$ cat src/rtl/spi_pre_pkg.sv
package spi_pre_pkg;

  typedef enum logic {
    FMT_LEGACY = 1'b0,
    FMT_SPLIT  = 1'b1
  } fmt_e;

  localparam int CFG_W     = 8;
  localparam int MANT_W    = 4;
  localparam int EXP_W     = 3;
  localparam int LEG_W     = 5;
  localparam int LEG_BASE  = 16;
  localparam int LEG_FLOOR = 4;

  // exponent bits sit at byte positions 7,6 (upper) and 4 (lsb)
  function automatic logic [EXP_W-1:0] split_exp(input logic [CFG_W-1:0] b);
    return {b[7], b[6], b[4]};
  endfunction

endpackage

$ cat src/rtl/spi_pre_decode.sv
module spi_pre_decode
  import spi_pre_pkg::*;
#(
  parameter fmt_e FORMAT = FMT_SPLIT,
  parameter int   DIV_W  = 11
) (
  input  logic [CFG_W-1:0] cfg,
  output logic [DIV_W-1:0] div,
  output logic             err
);

  generate
    if (FORMAT == FMT_SPLIT) begin : g_split
      logic [MANT_W-1:0] mant;
      logic [EXP_W-1:0]  expo;
      logic [DIV_W-1:0]  raw;

      always_comb begin
        mant = cfg[MANT_W-1:0];
        expo = split_exp(cfg);
        raw  = DIV_W'(mant) << expo;
        err  = (mant == '0);
        if (raw == DIV_W'(1)) div = DIV_W'(2);
        else                  div = raw;
      end
    end else begin : g_legacy
      logic [LEG_W-1:0] fld;

      always_comb begin
        fld = cfg[LEG_W-1:0];
        err = 1'b0;
        if (fld >= LEG_W'(LEG_BASE + LEG_FLOOR/2))
          div = DIV_W'({fld[LEG_W-2:0], 1'b0});
        else
          div = DIV_W'(LEG_FLOOR);
      end
    end
  endgenerate

endmodule

$ cat src/rtl/spi_pre_capture.sv
module spi_pre_capture
  import spi_pre_pkg::*;
#(
  parameter fmt_e FORMAT = FMT_SPLIT,
  parameter int   DIV_W  = 11
) (
  input  logic             clk,
  input  logic             rst_n,
  input  logic             run,
  input  logic [DIV_W-1:0] div_in,
  input  logic             err_in,
  output logic             start,
  output logic [DIV_W-1:0] div_q,
  output logic             err_q
);

  localparam int MAX_DIV = (FORMAT == FMT_SPLIT) ?
                           (((1 << MANT_W) - 1) << ((1 << EXP_W) - 1)) :
                           2 * ((1 << (LEG_W - 1)) - 1);

  logic run_q;

  assign start = run & ~run_q;

  always_ff @(posedge clk or negedge rst_n) begin
    if (!rst_n) begin
      run_q <= 1'b0;
      div_q <= '0;
      err_q <= 1'b0;
    end else begin
      run_q <= run;
      if (start) begin
        div_q <= div_in;
        err_q <= err_in;
      end
    end
  end

  // no recapture while run stays high
  a_r7_hold_cfg: assert property (@(posedge clk) disable iff (!rst_n)
    (run && run_q) |=> ($stable(div_q) && $stable(err_q)));

  // captured divisor never exceeds the format maximum
  a_r3_div_cap: assert property (@(posedge clk) disable iff (!rst_n)
    {21'd0, div_q} <= 32'(MAX_DIV));

endmodule

$ cat src/rtl/spi_pre_phase.sv
module spi_pre_phase #(
  parameter int DIV_W = 11
) (
  input  logic             clk,
  input  logic             rst_n,
  input  logic             run,
  input  logic             start,
  input  logic [DIV_W-1:0] div_q,
  input  logic             err_q,
  output logic             tick,
  output logic             level
);

  localparam int CNT_W = DIV_W - 1;

  logic             active;
  logic [CNT_W-1:0] cnt;
  logic [DIV_W-1:0] lo_len, hi_len, cur_len;
  logic             last;

  always_comb begin
    lo_len  = (div_q + DIV_W'(1)) >> 1;
    hi_len  = div_q >> 1;
    cur_len = level ? hi_len : lo_len;
    last    = ({1'b0, cnt} == (cur_len - DIV_W'(1)));
  end

  assign tick = active & ~err_q & last;

  always_ff @(posedge clk or negedge rst_n) begin
    if (!rst_n) begin
      active <= 1'b0;
      cnt    <= '0;
      level  <= 1'b0;
    end else if (!run) begin
      active <= 1'b0;
      cnt    <= '0;
      level  <= 1'b0;
    end else if (start) begin
      active <= 1'b1;
      cnt    <= '0;
      level  <= 1'b0;
    end else if (active && !err_q) begin
      if (last) begin
        cnt   <= '0;
        level <= ~level;
      end else begin
        cnt <= cnt + CNT_W'(1);
      end
    end
  end

  // released run parks the clock
  a_r8_idle_quiet: assert property (@(posedge clk) disable iff (!rst_n)
    !run |=> (!tick && !level));

  // invalid capture keeps the clock silent
  a_r5_err_silent: assert property (@(posedge clk) disable iff (!rst_n)
    err_q |-> (!tick && !level));

  // each tick flips the level at the next edge
  a_r6_tick_toggles: assert property (@(posedge clk) disable iff (!rst_n)
    (tick && run) |=> (level != $past(level)));

  // count stays inside the current phase
  a_r6_cnt_bound: assert property (@(posedge clk) disable iff (!rst_n)
    (active && !err_q) |-> ({1'b0, cnt} < cur_len));

endmodule

$ cat src/rtl/spi_clk_prescaler.sv
module spi_clk_prescaler
  import spi_pre_pkg::*;
#(
  parameter fmt_e FORMAT = FMT_SPLIT,
  parameter int   DIV_W  = 11
) (
  input  logic             clk,
  input  logic             rst_n,
  input  logic             run,
  input  logic [7:0]       prescale_cfg,
  output logic             half_tick,
  output logic             sclk_level,
  output logic [DIV_W-1:0] divisor,
  output logic             cfg_err
);

  logic [DIV_W-1:0] dec_div;
  logic             dec_err;
  logic             start;

  spi_pre_decode #(.FORMAT(FORMAT), .DIV_W(DIV_W)) u_decode (
    .cfg (prescale_cfg),
    .div (dec_div),
    .err (dec_err)
  );

  spi_pre_capture #(.FORMAT(FORMAT), .DIV_W(DIV_W)) u_capture (
    .clk    (clk),
    .rst_n  (rst_n),
    .run    (run),
    .div_in (dec_div),
    .err_in (dec_err),
    .start  (start),
    .div_q  (divisor),
    .err_q  (cfg_err)
  );

  spi_pre_phase #(.DIV_W(DIV_W)) u_phase (
    .clk   (clk),
    .rst_n (rst_n),
    .run   (run),
    .start (start),
    .div_q (divisor),
    .err_q (cfg_err),
    .tick  (half_tick),
    .level (sclk_level)
  );

endmodule

$ cat config.mk
export PLATFORM = sky130hd
export DESIGN_NAME = spi_clk_prescaler
export DESIGN_NICKNAME = d
export VERILOG_FILES = /design/src/rtl/spi_pre_pkg.sv /design/src/rtl/spi_pre_decode.sv /design/src/rtl/spi_pre_capture.sv /design/src/rtl/spi_pre_phase.sv /design/src/rtl/spi_clk_prescaler.sv
export SDC_FILE = /design/constraint.sdc
export NUM_CORES = 1
export LEC_CHECK = 0
export BUFFER_PORTS_ARGS = -buffer_cell sky130_fd_sc_hd__buf_2
export CORE_ASPECT_RATIO = 0.8
export CORE_MARGIN = 1.5
export CORE_UTILIZATION = 45
export CTS_CLUSTER_SIZE = 40
export DETAILED_ROUTE_END_ITERATION = 16
export PLACE_DENSITY = 0.74
export SLEW_MARGIN = 10
export SYNTH_ARGS = -nofsm -noshare
export SYNTH_HDL_FRONTEND = slang
export SYNTH_SLANG_ARGS = --single-unit
$ cat constraint.sdc
create_clock -name clk -period 4.55 [get_ports clk]
set_input_delay 1.1375 -clock clk [delete_from_list [all_inputs] [get_ports clk]]
set_output_delay 1.1375 -clock clk [all_outputs]
set_load 0.02 [all_outputs]
# After elaboration in Yosys (flattened, before gate mapping)
# Index checks and enable logic that the tools add are counted.
dict set report word_totals {
  latchBits 0
  mem_count 0
  out_inout_bits 14
  mem_bits_ro 0
  inputBits 11
  word_cells 37
  ff_bits 25
  ram_bits 0
}
dict set report classes {
  addsub 3
  mul 0
  div 0
  order_cmp 0
  n_mux 12
  bitwise_logic 6
  shift 1
  n_eq_ne 5
  n_reduce_logical 4
}
# op n
set op_table {}
lappend op_table {{10-bit 2-to-1 mux} 5}
lappend op_table {{11-bit by 1-bit adder with 11-bit output, second input constant} 1}
lappend op_table {{10-bit by 11-bit == test with 1-bit output} 1}
lappend op_table {{11-bit by 1-bit == test with 1-bit output, second input constant} 1}
lappend op_table {{11-bit 2-to-1 mux} 1}
lappend op_table {{4-bit by 3-bit << shifter with 11-bit output} 1}
lappend op_table {{11-bit by 1-bit subtractor with 11-bit output, second input constant} 1}
lappend op_table {{10-bit by 1-bit adder with 10-bit output, second input constant} 1}
lappend op_table {{1-bit 2-to-1 mux} 6}
lappend op_table {{3-bit by 1-bit != test with 1-bit output, second input constant} 2}
lappend op_table {{4-bit logical NOT} 1}
lappend op_table {{1-bit bitwise AND} 3}
lappend op_table {{1-bit NOT} 3}
lappend op_table {{2-bit by 1-bit != test with 1-bit output, second input constant} 1}
lappend op_table {{2-bit AND reduction} 1}
lappend op_table {{1-bit logical AND} 1}
lappend op_table {{1-bit logical NOT} 1}

# Depth between registers and ports, before layout
dict set report depth {
  ltp_word 8
  ltp_mapped 11
  mapped_depth_nobuf 11
}

# Modules after synthesis
# A second synthesis with hierarchy kept.
dict set report unflattened {
  hier_cells 226
  hier_area_um2 2110.8
}
# mod seq_area_each_um2 area_per_inst_um2 cells_per_inst n_inst
set modules_own_cells {}
lappend modules_own_cells {spi_pre_phase 300.3 1406.3 171 1}
lappend modules_own_cells {spi_pre_capture 325.3 528.0 27 1}
lappend modules_own_cells {spi_pre_decode 0.0 176.4 28 1}

# Worst setup path before layout
# Ideal clock, no wire load.
dict set report synth_path {
  path_kind {register to output}
  start {reg u_capture.div_q[1]}
  end {out half_tick}
  arrival_time_ns 3.161
  path_buffers 0
  slack_ns 0.252
  stages_incl_launch_ff 9
  required_ns 3.413
  cell_sequence {dfrtp_1 > ha_1 > a21bo_2 > a2111oi_2 > nor3_1 > or4bb_1 > a311oi_2 > nand4_2 > nor4_1}
}
dict set report synth_between {
  elab_chain_len 5
}
# element line
set synth_rtl {}
lappend synth_rtl {{from (decl)} spi_pre_capture.sv:13} ;# output logic [DIV_W-1:0] div_q,
lappend synth_rtl {{from (signal assigned)} spi_pre_capture.sv:33} ;# div_q <= div_in;
lappend synth_rtl {{11-bit by 1-bit adder with 11-bit output} spi_pre_phase.sv:22} ;# lo_len = (div_q + DIV_W'(1)) >> 1;
lappend synth_rtl {{10-bit 2-to-1 mux (*)} spi_pre_phase.sv:24} ;# cur_len = level ? hi_len : lo_len;
lappend synth_rtl {{11-bit by 1-bit subtractor with 11-bit output (*)} spi_pre_phase.sv:25} ;# last = ({1'b0, cnt} == (cur_len - DIV_W'(1)));
lappend synth_rtl {{10-bit by 11-bit == test with 1-bit output (*)} spi_pre_phase.sv:25}
lappend synth_rtl {{1-bit bitwise AND (*)} spi_pre_phase.sv:28} ;# assign tick = active & ~err_q & last;
lappend synth_rtl {{to (decl)} spi_clk_prescaler.sv:11} ;# output logic half_tick,
# Every way passes the cells marked *; elsewhere a longest branch is shown, timed or not.

# Final worst setup path
dict set report layout_path {
  start {reg u_phase.level}
  end {out half_tick}
}
dict set report layout_between {
  elab_chain_len 4
}
# element line
set layout_rtl {}
lappend layout_rtl {{from (decl)} spi_pre_phase.sv:11} ;# output logic level
lappend layout_rtl {{from (signal assigned)} spi_pre_phase.sv:46} ;# level <= ~level;
lappend layout_rtl {{10-bit 2-to-1 mux} spi_pre_phase.sv:24}
lappend layout_rtl {{11-bit by 1-bit subtractor with 11-bit output} spi_pre_phase.sv:25}
lappend layout_rtl {{10-bit by 11-bit == test with 1-bit output} spi_pre_phase.sv:25}
lappend layout_rtl {{1-bit bitwise AND} spi_pre_phase.sv:28}
# Every way passes these cells.

==> flow_metrics.tcl <==
set metrics [dict create \
    antenna_found_initial 0 \
    synth_area_leaders "dfrtp_1 (31%), xnor2_1 (5.6%), xor2_1 (5.6%)" \
    grt_pass1_vias 1640 \
    seq_area_frac_synth_pct 30.8 \
    drt-pass1-iter-count 4 \
    grt_pass1_wl_um 8100 \
    reg2reg_to "u_phase.cnt[4]" \
    synth_fa_ha_area_share_pct 1.85 \
    worstSetupStartpointType "register" \
    cap_violations 0 \
    cp.arrival_ps 3180 \
    fillers 415 \
    ys.warnings.count 0 \
    grt_overflow_total 0 \
    cts_buffer_depth 2 \
    post-synth-top-count-cell "dfrtp_1" \
    synth_area_per_cell_sq_um 8.50 \
    ant_nets 0 \
    cts_num_sinks 25 \
    synth_top_family_by_area "simple AND/OR/NAND/NOR gates" \
    crit_path_cell_trace "and4b_1, nor4_1, o22a_1, or4_1, a311oi_2, nand4_2, nor4_1, buf_2" \
    dp_hpwl_um 3550 \
    timing.rr.start "u_phase.level" \
    hold_path_class "register to register" \
    grt_usage_pct 20.7 \
    wl_per_cell_um 15.3 \
    min-delay-start "u_capture.err_q" \
    synth_cell_types 56 \
    skew_ps 3.64 \
    syn_nets 253 \
    core_area_sq_um 4260 \
    finalWorstSetupSlack_ps 230 \
    final_cell_area_sq_um 2280 \
    critical_path_class "register to output port" \
    vias 1850 \
    numPortBuffers 23 \
    syn_inst 239 \
    drt_iter0_drc 175 \
    cp_slowest_stage_delay_ps 550 \
    cts-root-buf "clkbuf_8" \
    synth_common_cells "dfrtp_1 (25), nor2_1 (20), nand2_1 (19)" \
    placed_area_sq_um 2180 \
    cts_tree "yes" \
    synth_top_area_cell "dfrtp_1" \
    final-hold-violation-count 0 \
    cp_common_cell "nor4_1" \
    instances_no_fill 318 \
    cp_num_buf_inv 1 \
    place_ws_ps 421 \
    synth_compound_area_share_pct 19.4 \
    synth-simple-area-share_pct 26.0 \
    min_to "u_capture.err_q" \
    rsz0062_at_grt "false" \
    r2r_cells 9 \
    die_area_sq_um 4930 \
    ys_seq_elements 25 \
    synth_top_area_share_pct 30.8 \
    synth_xor_area_share_pct 11.2 \
    tightest_slew_ps 629 \
    ir_worst_vdd_v 0.000183 \
    path_max_fanout 11 \
    die_h_um 63.1 \
    row_count 21 \
    end_kind "output port" \
    slew_headroom_pct 58.0 \
    synthMuxAreaShare_pct 6.28 \
    post-route-min-period_ps 4320 \
    path_delay_family "simple AND/OR/NAND/NOR gates" \
    path_clk_slew_ps 90 \
    required_ps 3410 \
    synth-main-ff-cell "dfrtp_1" \
    fin_setup_tns_ps 0 \
    grt_max_degree 26 \
    finalWirelength_um 4860 \
    ys_async_sr_fraction_pct 100 \
    power_leakage_nw 0.948 \
    hold_depth 2 \
    via_per_inst 5.82 \
    power_w 0.000593 \
    max_freq_ghz 0.231 \
    finalMaxSlewViolations 0 \
    syn2layout_area_growth_pct 12.0 \
    nets 276 \
    clkLatencyLatePin_ps 270 \
    cp_slowest_cell "dfrtp_1" \
    r2r_slack_ps 1110 \
    synth-edff-count 0 \
    final_layout_size_suffix_gt1_share_pct 20.3 \
    setup_violations 0 \
    gp_congestion 0.877 \
    status "finished clean" \
    start_util_pct 47.7 \
    post-route-period-util_pct 95.0 \
    powerDensity_nw_per_um2 260 \
    place_inst 310 \
    fp.dieW_um 78.1 \
    syn_area_sq_um 2030 \
    antennaDiodeCount 0 \
    cts_buffers 3 \
    ios 25 \
    drc_errors 0 \
    ctsHtreeMaxLevel 1 \
]
per-stage QoR:
step                      hold slack [ps]  util [%]
after floorplan                       505         -
after global placement                508      51.2
after detailed placement              504      51.2
after CTS                             532      52.3
after global routing                  577      53.5
final                                 530      53.5
cells in the final DEF (no fill, tap or decap), types with 5 or more instances in the layout:
cell type | netlist | layout
a21oi_1 | 8 | 8
xnor2_1 | 13 | 13
inv_1 | 6 | 6
nor3_1 | 8 | 8
dfrtp_1 | 25 | 24
buf_2 | 1 | 23
o21ai_0 | 14 | 14
nand2_1 | 19 | 19
buf_4 | 3 | 8
nand3_1 | 14 | 14
xor2_1 | 13 | 13
mux2_2 | 6 | 6
mux2i_1 | 6 | 5
nor2_1 | 20 | 19
worst max-delay path by stage:
stage	start	end	slack (ps)	cells past startpoint
3_5_place_dp	u_capture.div_q[0]	half_tick	420	9
2_1_floorplan	u_capture.div_q[1]	half_tick	250	8
6_report	u_phase.level	half_tick	230	8
3_3_place_gp	u_capture.div_q[0]	half_tick	390	9
5_1_grt	u_capture.div_q[0]	half_tick	30	10
4_1_cts	u_capture.div_q[0]	half_tick	90	9
flip-flops by register name (all words and copies together), names as in the netlist:
register / cells
u_capture.div_q: 11
u_capture.err_q: 1
u_capture.run_q: 1
u_phase.active: 1
u_phase.cnt: 10
u_phase.level: 1
what timing repair did:
item                                    in CTS  in global routing
resized for setup                            0                  6
endpoints found under the setup margin       0                  1
hold buffers                                 0                  0
setup buffers                                0                  4
layout make-up:
class / instances / area [sq um] / share of cell area (%)
clock buffers: 3 / 41.3 / 1.81
clock inverters: 1 / 5.00 / 0.220
inverters: 6 / 22.5 / 0.990
multi-input cells: 195 / 1330 / 58.6
flip-flops and latches: 25 / 627 / 27.5
well taps: 57 / 71.3 / 3.13
repair buffers: 31 / 175 / 7.70
power breakdown:
group	leakage (nW)	total (W)	internal, W	switching, W
Clock	0.0255	0.000134	0.0000614	0.0000728
Sequential	0.335	0.000260	0.000234	0.0000265
Combinational	0.589	0.000198	0.0000825	0.000116
Total	0.948	0.000593	0.000378	0.000215
tightest hold or removal path, delay by kind of cell, from the launching register on:
| kind | cells | cell delay [ps] |
|---|---|---|
| compound gates | 1 | 70 |
| flops | 1 | 370 |
| simple gates | 1 | 50 |
metal layers:
metal	vias up	global-route usage [%]	part of all wire, %
met4	0	4.02	0.74
li1	926	-	-
met5	-	0	0
met3	5	3.19	6.7
met1	874	33.2	50
met2	45	29.0	42
cells by family after synthesis:
logic type / Yosys count
AOI/OAI and AO/OA: 55
xor gates and xnor gates: 26
adders and majority gates: 3
buffers and inverters: 19
DFF: 25
muxes: 12
and+or+nand+nor: 99
(Power assumes the default switching activity.)
